===== config.mk =====
export PLATFORM = sky130hd
export DESIGN_NAME = ioa_port
export DESIGN_NICKNAME = d
export VERILOG_FILES = /design/src/rtl/ioa_pkg.sv /design/src/rtl/ioa_host_dec.sv /design/src/rtl/ioa_chan.sv /design/src/rtl/ioa_port.sv
export SDC_FILE = /design/constraint.sdc
export NUM_CORES = 1
export LEC_CHECK = 0
export CAP_MARGIN = 20
export CORE_AREA = 4 4 91 93
export DETAILED_ROUTE_END_ITERATION = 10
export DIE_AREA = 0 0 95 97
export DONT_BUFFER_PORTS = 1
export HOLD_SLACK_MARGIN = 0.08
export PLACE_DENSITY = 0.66
export SLEW_MARGIN = 20
export SYNTH_ARGS = -nofsm -noshare
export SYNTH_HDL_FRONTEND = slang
export SYNTH_SLANG_ARGS = --single-unit

===== constraint.sdc =====
create_clock -name clk_i -period 2.6 [get_ports clk_i]
set_input_delay 0.65 -clock clk_i [delete_from_list [all_inputs] [get_ports clk_i]]
set_output_delay 0.65 -clock clk_i [all_outputs]
set_load 0.05 [all_outputs]

===== src/rtl/ioa_pkg.sv =====
package ioa_pkg;
  localparam int HOST_W   = 16;
  localparam int DIR_BIT  = 15;
  localparam int BUSY_BIT = 14;
  localparam int WIDE_BIT = 13;

  typedef enum logic [2:0] {
    OFF_CTL_ADDR = 3'd0,
    OFF_CTL_DATA = 3'd1,
    OFF_MEM_ADDR = 3'd2,
    OFF_MEM_LO   = 3'd3,
    OFF_MEM_HI   = 3'd4
  } host_off_e;
endpackage


===== src/rtl/ioa_host_dec.sv =====
module ioa_host_dec
  import ioa_pkg::*;
(
  input  logic [2:0]        host_addr_i,
  input  logic              host_we_i,
  input  logic              host_re_i,
  input  logic [HOST_W-1:0] ctl_areg_i,
  input  logic [HOST_W-1:0] ctl_lo_i,
  input  logic [HOST_W-1:0] mem_areg_i,
  input  logic [HOST_W-1:0] mem_lo_i,
  input  logic [HOST_W-1:0] mem_hi_i,
  output logic              ctl_addr_we_o,
  output logic              ctl_lo_we_o,
  output logic              ctl_lo_re_o,
  output logic              mem_addr_we_o,
  output logic              mem_lo_we_o,
  output logic              mem_lo_re_o,
  output logic              mem_hi_we_o,
  output logic              mem_hi_re_o,
  output logic [HOST_W-1:0] host_rdata_o
);
  always_comb begin
    ctl_addr_we_o = host_we_i && (host_addr_i == OFF_CTL_ADDR);
    ctl_lo_we_o   = host_we_i && (host_addr_i == OFF_CTL_DATA);
    ctl_lo_re_o   = host_re_i && (host_addr_i == OFF_CTL_DATA);
    mem_addr_we_o = host_we_i && (host_addr_i == OFF_MEM_ADDR);
    mem_lo_we_o   = host_we_i && (host_addr_i == OFF_MEM_LO);
    mem_lo_re_o   = host_re_i && (host_addr_i == OFF_MEM_LO);
    mem_hi_we_o   = host_we_i && (host_addr_i == OFF_MEM_HI);
    mem_hi_re_o   = host_re_i && (host_addr_i == OFF_MEM_HI);
  end

  always_comb begin
    case (host_addr_i)
      OFF_CTL_ADDR: host_rdata_o = ctl_areg_i;
      OFF_CTL_DATA: host_rdata_o = ctl_lo_i;
      OFF_MEM_ADDR: host_rdata_o = mem_areg_i;
      OFF_MEM_LO:   host_rdata_o = mem_lo_i;
      OFF_MEM_HI:   host_rdata_o = mem_hi_i;
      default:      host_rdata_o = '0;
    endcase
  end
endmodule


===== src/rtl/ioa_chan.sv =====
module ioa_chan
  import ioa_pkg::*;
#(
  parameter int AW = 12,
  parameter int DW = 16
) (
  input  logic              clk_i,
  input  logic              rst_ni,
  input  logic              addr_we_i,
  input  logic              lo_we_i,
  input  logic              hi_we_i,
  input  logic              lo_re_i,
  input  logic              hi_re_i,
  input  logic [HOST_W-1:0] wdata_i,
  output logic [HOST_W-1:0] areg_o,
  output logic [HOST_W-1:0] lo_o,
  output logic [HOST_W-1:0] hi_o,
  output logic              req_o,
  output logic              we_o,
  output logic              wide_o,
  output logic [AW-1:0]     addr_o,
  output logic [DW-1:0]     wdata_o,
  input  logic              ack_i,
  input  logic [DW-1:0]     rdata_i
);
  localparam bit WIDE_EN = (DW > HOST_W);
  localparam int EW      = WIDE_EN ? DW - HOST_W : 1;

  logic [AW-1:0]     addr_q;
  logic              wr_q;
  logic              busy_q;
  logic              wide_q;
  logic [HOST_W-1:0] lo_q;

  logic host_ok, do_addr, start_rd, lo_wr, hi_wr, fire_wr, done_rd, ack;

  always_comb begin
    host_ok  = !busy_q;
    do_addr  = addr_we_i && host_ok;
    start_rd = do_addr && !wdata_i[DIR_BIT];
    lo_wr    = lo_we_i && host_ok && wr_q;
    hi_wr    = hi_we_i && host_ok && wr_q && wide_q;
    // narrow mode fires on the low half, wide mode waits for the upper byte
    fire_wr  = (lo_wr && !wide_q) || hi_wr;
    done_rd  = host_ok && !wr_q && (wide_q ? hi_re_i : lo_re_i);
    ack      = busy_q && ack_i;
  end

  always_ff @(posedge clk_i or negedge rst_ni) begin
    if (!rst_ni) begin
      addr_q <= '0;
      wr_q   <= 1'b0;
      busy_q <= 1'b0;
      lo_q   <= '0;
    end else begin
      if (do_addr) begin
        addr_q <= wdata_i[AW-1:0];
        wr_q   <= wdata_i[DIR_BIT];
      end else if (done_rd || (ack && wr_q)) begin
        addr_q <= addr_q + AW'(1);
      end

      if (ack) busy_q <= 1'b0;
      else if (start_rd || fire_wr || done_rd) busy_q <= 1'b1;

      if (lo_wr) lo_q <= wdata_i;
      else if (ack && !wr_q) lo_q <= rdata_i[HOST_W-1:0];
    end
  end

  generate
    if (WIDE_EN) begin : g_wide
      logic          mode_q;
      logic [EW-1:0] hi_q;
      always_ff @(posedge clk_i or negedge rst_ni) begin
        if (!rst_ni) begin
          mode_q <= 1'b0;
          hi_q   <= '0;
        end else begin
          if (do_addr) mode_q <= wdata_i[WIDE_BIT];
          if (hi_wr) hi_q <= wdata_i[EW-1:0];
          else if (lo_wr && !wide_q) hi_q <= '0;
          else if (ack && !wr_q) hi_q <= wide_q ? rdata_i[DW-1:HOST_W] : '0;
        end
      end
      assign wide_q  = mode_q;
      assign hi_o    = HOST_W'(hi_q);
      assign wdata_o = {hi_q, lo_q};
    end else begin : g_narrow
      logic unused_hi;
      assign unused_hi = hi_we_i ^ hi_re_i;
      assign wide_q    = 1'b0;
      assign hi_o      = '0;
      assign wdata_o   = lo_q;
    end
  endgenerate

  logic unused_wd;
  assign unused_wd = ^wdata_i;

  always_comb begin
    areg_o           = '0;
    areg_o[AW-1:0]   = addr_q;
    areg_o[WIDE_BIT] = wide_q;
    areg_o[BUSY_BIT] = busy_q;
    areg_o[DIR_BIT]  = wr_q;
  end

  assign lo_o   = lo_q;
  assign req_o  = busy_q;
  assign we_o   = wr_q;
  assign wide_o = wide_q;
  assign addr_o = addr_q;
endmodule


===== src/rtl/ioa_port.sv =====
module ioa_port
  import ioa_pkg::*;
#(
  parameter int CTL_AW = 12,
  parameter int MEM_AW = 12,
  parameter int MEM_DW = 24
) (
  input  logic              clk_i,
  input  logic              rst_ni,
  input  logic              host_we_i,
  input  logic              host_re_i,
  input  logic [2:0]        host_addr_i,
  input  logic [15:0]       host_wdata_i,
  output logic [15:0]       host_rdata_o,
  output logic              ctl_req_o,
  output logic              ctl_we_o,
  output logic [CTL_AW-1:0] ctl_addr_o,
  output logic [15:0]       ctl_wdata_o,
  input  logic              ctl_ack_i,
  input  logic [15:0]       ctl_rdata_i,
  output logic              mem_req_o,
  output logic              mem_we_o,
  output logic              mem_wide_o,
  output logic [MEM_AW-1:0] mem_addr_o,
  output logic [MEM_DW-1:0] mem_wdata_o,
  input  logic              mem_ack_i,
  input  logic [MEM_DW-1:0] mem_rdata_i
);
  logic [HOST_W-1:0] ctl_areg, ctl_lo, ctl_hi_unused;
  logic [HOST_W-1:0] mem_areg, mem_lo, mem_hi;
  logic ctl_addr_we, ctl_lo_we, ctl_lo_re;
  logic mem_addr_we, mem_lo_we, mem_lo_re, mem_hi_we, mem_hi_re;
  logic ctl_wide_unused;

  ioa_host_dec i_dec (
    .host_addr_i   (host_addr_i),
    .host_we_i     (host_we_i),
    .host_re_i     (host_re_i),
    .ctl_areg_i    (ctl_areg),
    .ctl_lo_i      (ctl_lo),
    .mem_areg_i    (mem_areg),
    .mem_lo_i      (mem_lo),
    .mem_hi_i      (mem_hi),
    .ctl_addr_we_o (ctl_addr_we),
    .ctl_lo_we_o   (ctl_lo_we),
    .ctl_lo_re_o   (ctl_lo_re),
    .mem_addr_we_o (mem_addr_we),
    .mem_lo_we_o   (mem_lo_we),
    .mem_lo_re_o   (mem_lo_re),
    .mem_hi_we_o   (mem_hi_we),
    .mem_hi_re_o   (mem_hi_re),
    .host_rdata_o  (host_rdata_o)
  );

  ioa_chan #(.AW(CTL_AW), .DW(HOST_W)) i_ctl (
    .clk_i     (clk_i),
    .rst_ni    (rst_ni),
    .addr_we_i (ctl_addr_we),
    .lo_we_i   (ctl_lo_we),
    .hi_we_i   (1'b0),
    .lo_re_i   (ctl_lo_re),
    .hi_re_i   (1'b0),
    .wdata_i   (host_wdata_i),
    .areg_o    (ctl_areg),
    .lo_o      (ctl_lo),
    .hi_o      (ctl_hi_unused),
    .req_o     (ctl_req_o),
    .we_o      (ctl_we_o),
    .wide_o    (ctl_wide_unused),
    .addr_o    (ctl_addr_o),
    .wdata_o   (ctl_wdata_o),
    .ack_i     (ctl_ack_i),
    .rdata_i   (ctl_rdata_i)
  );

  ioa_chan #(.AW(MEM_AW), .DW(MEM_DW)) i_mem (
    .clk_i     (clk_i),
    .rst_ni    (rst_ni),
    .addr_we_i (mem_addr_we),
    .lo_we_i   (mem_lo_we),
    .hi_we_i   (mem_hi_we),
    .lo_re_i   (mem_lo_re),
    .hi_re_i   (mem_hi_re),
    .wdata_i   (host_wdata_i),
    .areg_o    (mem_areg),
    .lo_o      (mem_lo),
    .hi_o      (mem_hi),
    .req_o     (mem_req_o),
    .we_o      (mem_we_o),
    .wide_o    (mem_wide_o),
    .addr_o    (mem_addr_o),
    .wdata_o   (mem_wdata_o),
    .ack_i     (mem_ack_i),
    .rdata_i   (mem_rdata_i)
  );
endmodule


==> results.md <==
- Status: completed
- YS warnings: 0
- Port-buffer cells: 0
- Dominant synthesized flop cell: dfrtp_1
- Maximum number of pins on one net before global-route repair: 70
- Row cnt: 32
- NumNets Final: 565
- Total Power: 7150 uW
- Via/cell ratio: 6.30
- Final estimated routing congestion in global placement: 0.927
- Effective utilization at floorplan: 0.537
- R2R cell count: 5
- Global-route wire length before repair: 20,100 um
- Overall die height: 97 um
- Post-Syn Nets: 531
- Sort of element at the start of the critical path: flip-flop
- Endpoint of the lowest-slack register-to-register path: i_ctl.lo_o[11]
- # IOs: 150
- Unrepaired setup endpoints after global routing: no
- Clock tree sinks: 69
- Largest cells by area after synthesis: dfrtp_1, nand2_1, a22oi_1
- Share of flip-flops with an asynchronous set or reset: 1.00
- Worst setup path class: reg -> out
- Max_slew headroom: 0.506
- Cells resized by post-CTS repair: 0
- Most area-hungry cell type in the Yosys netlist: dfrtp_1
- Root Buffer: clkbuf_8
- Most common library cells after synthesis: nand2_1, dfrtp_1, nor2_1
- Number of CTS-inserted buffers: 9
- Area grow syn2layout: 18.0%
- Number of synthesized flops with an enable pin: 0
- Number of global-route vias before repair: 3,777
- Crit end category: primary output
- Post-layout min period: 2340 ps
- VDD IR-drop max: 0.848 mV
- Mean routed wirelength per cell: 21.6 um
- Path category of the worst min-delay check: in -> async
- Transition time at the pin with the least slew margin: 742 ps
- Insertion delay to the later sink of the worst-skew pair: 340 ps
- Portion of the clock cycle consumed by the worst path in the final layout: 0.900
- DPL Wire Length: 9650 um
- Core ar.: 0.00753 mm^2
- Origin of the worst setup path: i_ctl.lo_o[14]
- Sum of negative setup slack: 0 ps
- Number of DRC markers after the initial detailed-route iteration: 206
- # diodes: 0
- Average footprint of a synthesized cell: 8.71 um^2
- Data arrival time at the worst-slack endpoint: 1690 ps
- Worst-case clock skew: 7.53 ps
- Die boundary width: 95 um
- Fillers: 678
- P per Cell Area: 1500 mW/mm^2
- Die area: 0.00922 mm^2
- Final Hold Viols: 0
- Synthesis-stage register bit count: 69
- CTS Hold Buffers Added: 1
- Global-route total usage across every layer: 0.285
- Number of buffers added for setup after CTS: 0
- Worst R2R Setup Slack: 630 ps
- First-pass detailed-route iteration total: 5
- Slew Limit Fails: 0
- Setup violation total in the final timing report: 0
- Remaining global-route overflow: 0
- Instance count of the mapped netlist: 464
- Count of cell types in the netlist: 51
- Timing-limited maximum frequency: 427 MHz
- Post-route ant nets: 0
- Startpoint of the most critical register-to-register path: i_ctl.req_o
- Total wire length: 13,100 um
- Mapped cell area: 0.00404 mm^2
- Crit Path Max Fanout: 3
- Number of levels in the clock H-tree: 3
- CTS tree: done
- Sequential area share after synthesis: 0.427
- Count of vias placed by the detailed router: 3,811
- Required time worst endpoint: 1950 ps
- Leakage power of the design: 0.00217 uW
- Fraction of post-synthesis cell area in the top cell type by area: 0.427
- Initial antenna violation count: 0
- Count of unresolved DRC violations after routing: 0
- Share of layout cells above drive strength 1: 0.209
- Clock-pin transition on the worst setup and hold timing paths: 70 ps
- Cell with the most instances after synthesis: nand2_1
- Number of buffers on the longest clock path: 2
- Maxcap violations: 0
==> worst max path at each step <==
stage,endpoint,depth (start not counted)
after floorplan,host_rdata_o[6],6
after global placement,host_rdata_o[7],5
after detailed placement,i_ctl.addr_o[2],6
after CTS,host_rdata_o[14],2
after global routing,host_rdata_o[13],5
final,host_rdata_o[14],2
==> flip-flops by register name, summed over array words and instances (netlist names) <==
register           cells
i_ctl.addr_o          12
i_ctl.lo_o            16
i_ctl.req_o            1
i_ctl.we_o             1
i_mem.addr_o          12
i_mem.g_wide.hi_q      8
i_mem.lo_o            16
i_mem.req_o            1
i_mem.we_o             1
i_mem.wide_o           1
==> cell usage in the layout (no fill, tap or decap), types with 2 or more instances in the layout <==
cell       netlist  final
a211oi_1         4      4
a21oi_1         33     33
a21oi_2          2      2
a22oi_1         32     32
a2bb2oi_2        2      2
a31o_2           2      2
a31oi_1         15     15
and3_1           4      4
and4bb_2         2      2
buf_12           0      2
buf_4            0     51
clkbuf_1        20      2
clkbuf_8         0     10
clkinv_2         0      2
dfrtp_1         69     69
ha_1             2      2
inv_1           16     16
mux2i_1         19     19
mux4_2           6      6
nand2_1         92     92
nand2b_1         3      3
nand3_1         12     12
nand3b_1         3      3
nand4_1          3      3
nor2_1          45     43
nor2_2           0      2
nor2b_4          0      6
nor3_1           4      4
o21ai_0         10     10
o22ai_1         16      8
o22ai_2          0      8
or3_1            2      2
xnor2_1          7      7
==> cell families (layout without fill, tap and decap cells) <==
logic type	after synthesis	count (layout)	share of synthesized area
compound gates	129	129	0.212
xor+xnor	7	7	0.0152
simple gates	185	185	0.207
flops	69	69	0.427
mux	25	25	0.0805
fa+ha+maj	2	2	0.00619
buf+inv	47	86	0.0523
==> power by group <==
group	switching (uW)	total (uW)	leakage [uW]	internal, uW
logic	2100	3180	0.00123	1080
clock network	395	862	0.0000964	467
registers	1540	3110	0.000842	1560
total	4040	7150	0.00217	3100
==> layer usage <==
layer,wire [um],GRT usage,vias to the layer above,share of wire
met5,0,0,-,0
met3,1490,0.0855,26,0.11
met2,6050,0.444,200,0.46
li1,-,-,1741,-
met4,378,0.121,0,0.029
met1,5180,0.366,1844,0.40
==> final cells by class <==
cell class,count,area (um^2),area share
Tap cell,102,128,0.0268
Inverter,16,60.1,0.0126
Sequential cell,69,1730,0.362
Timing Repair Buffer,54,450,0.0944
Clock inverter,4,47.5,0.00997
Multi-Input combinational cell,348,2210,0.464
Clock buffer,12,145,0.0304
==> critical path: stages (launching register included) <==
cell and delay (ps):
dfrtp_1 670, mux4_2 340, nor2b_4 340
==> metrics by stage <==
stage / std cells / instance area (um^2) / setup WS (ps) / hold WS [ps] / utilization
6_report: 605 / 4770 / 260 / 191 / 0.634
5_1_grt: 605 / 4770 / 197 / 204 / 0.634
3_5_place_dp: 588 / 4550 / 433 / 357 / 0.604
3_3_place_gp: 588 / 4550 / 483 / 357 / 0.604
2_1_floorplan: 464 / 4140 / -58.0 / 354 / -
4_1_cts: 605 / 4770 / 235 / 192 / 0.634
Power figures use the tool's default switching activity.
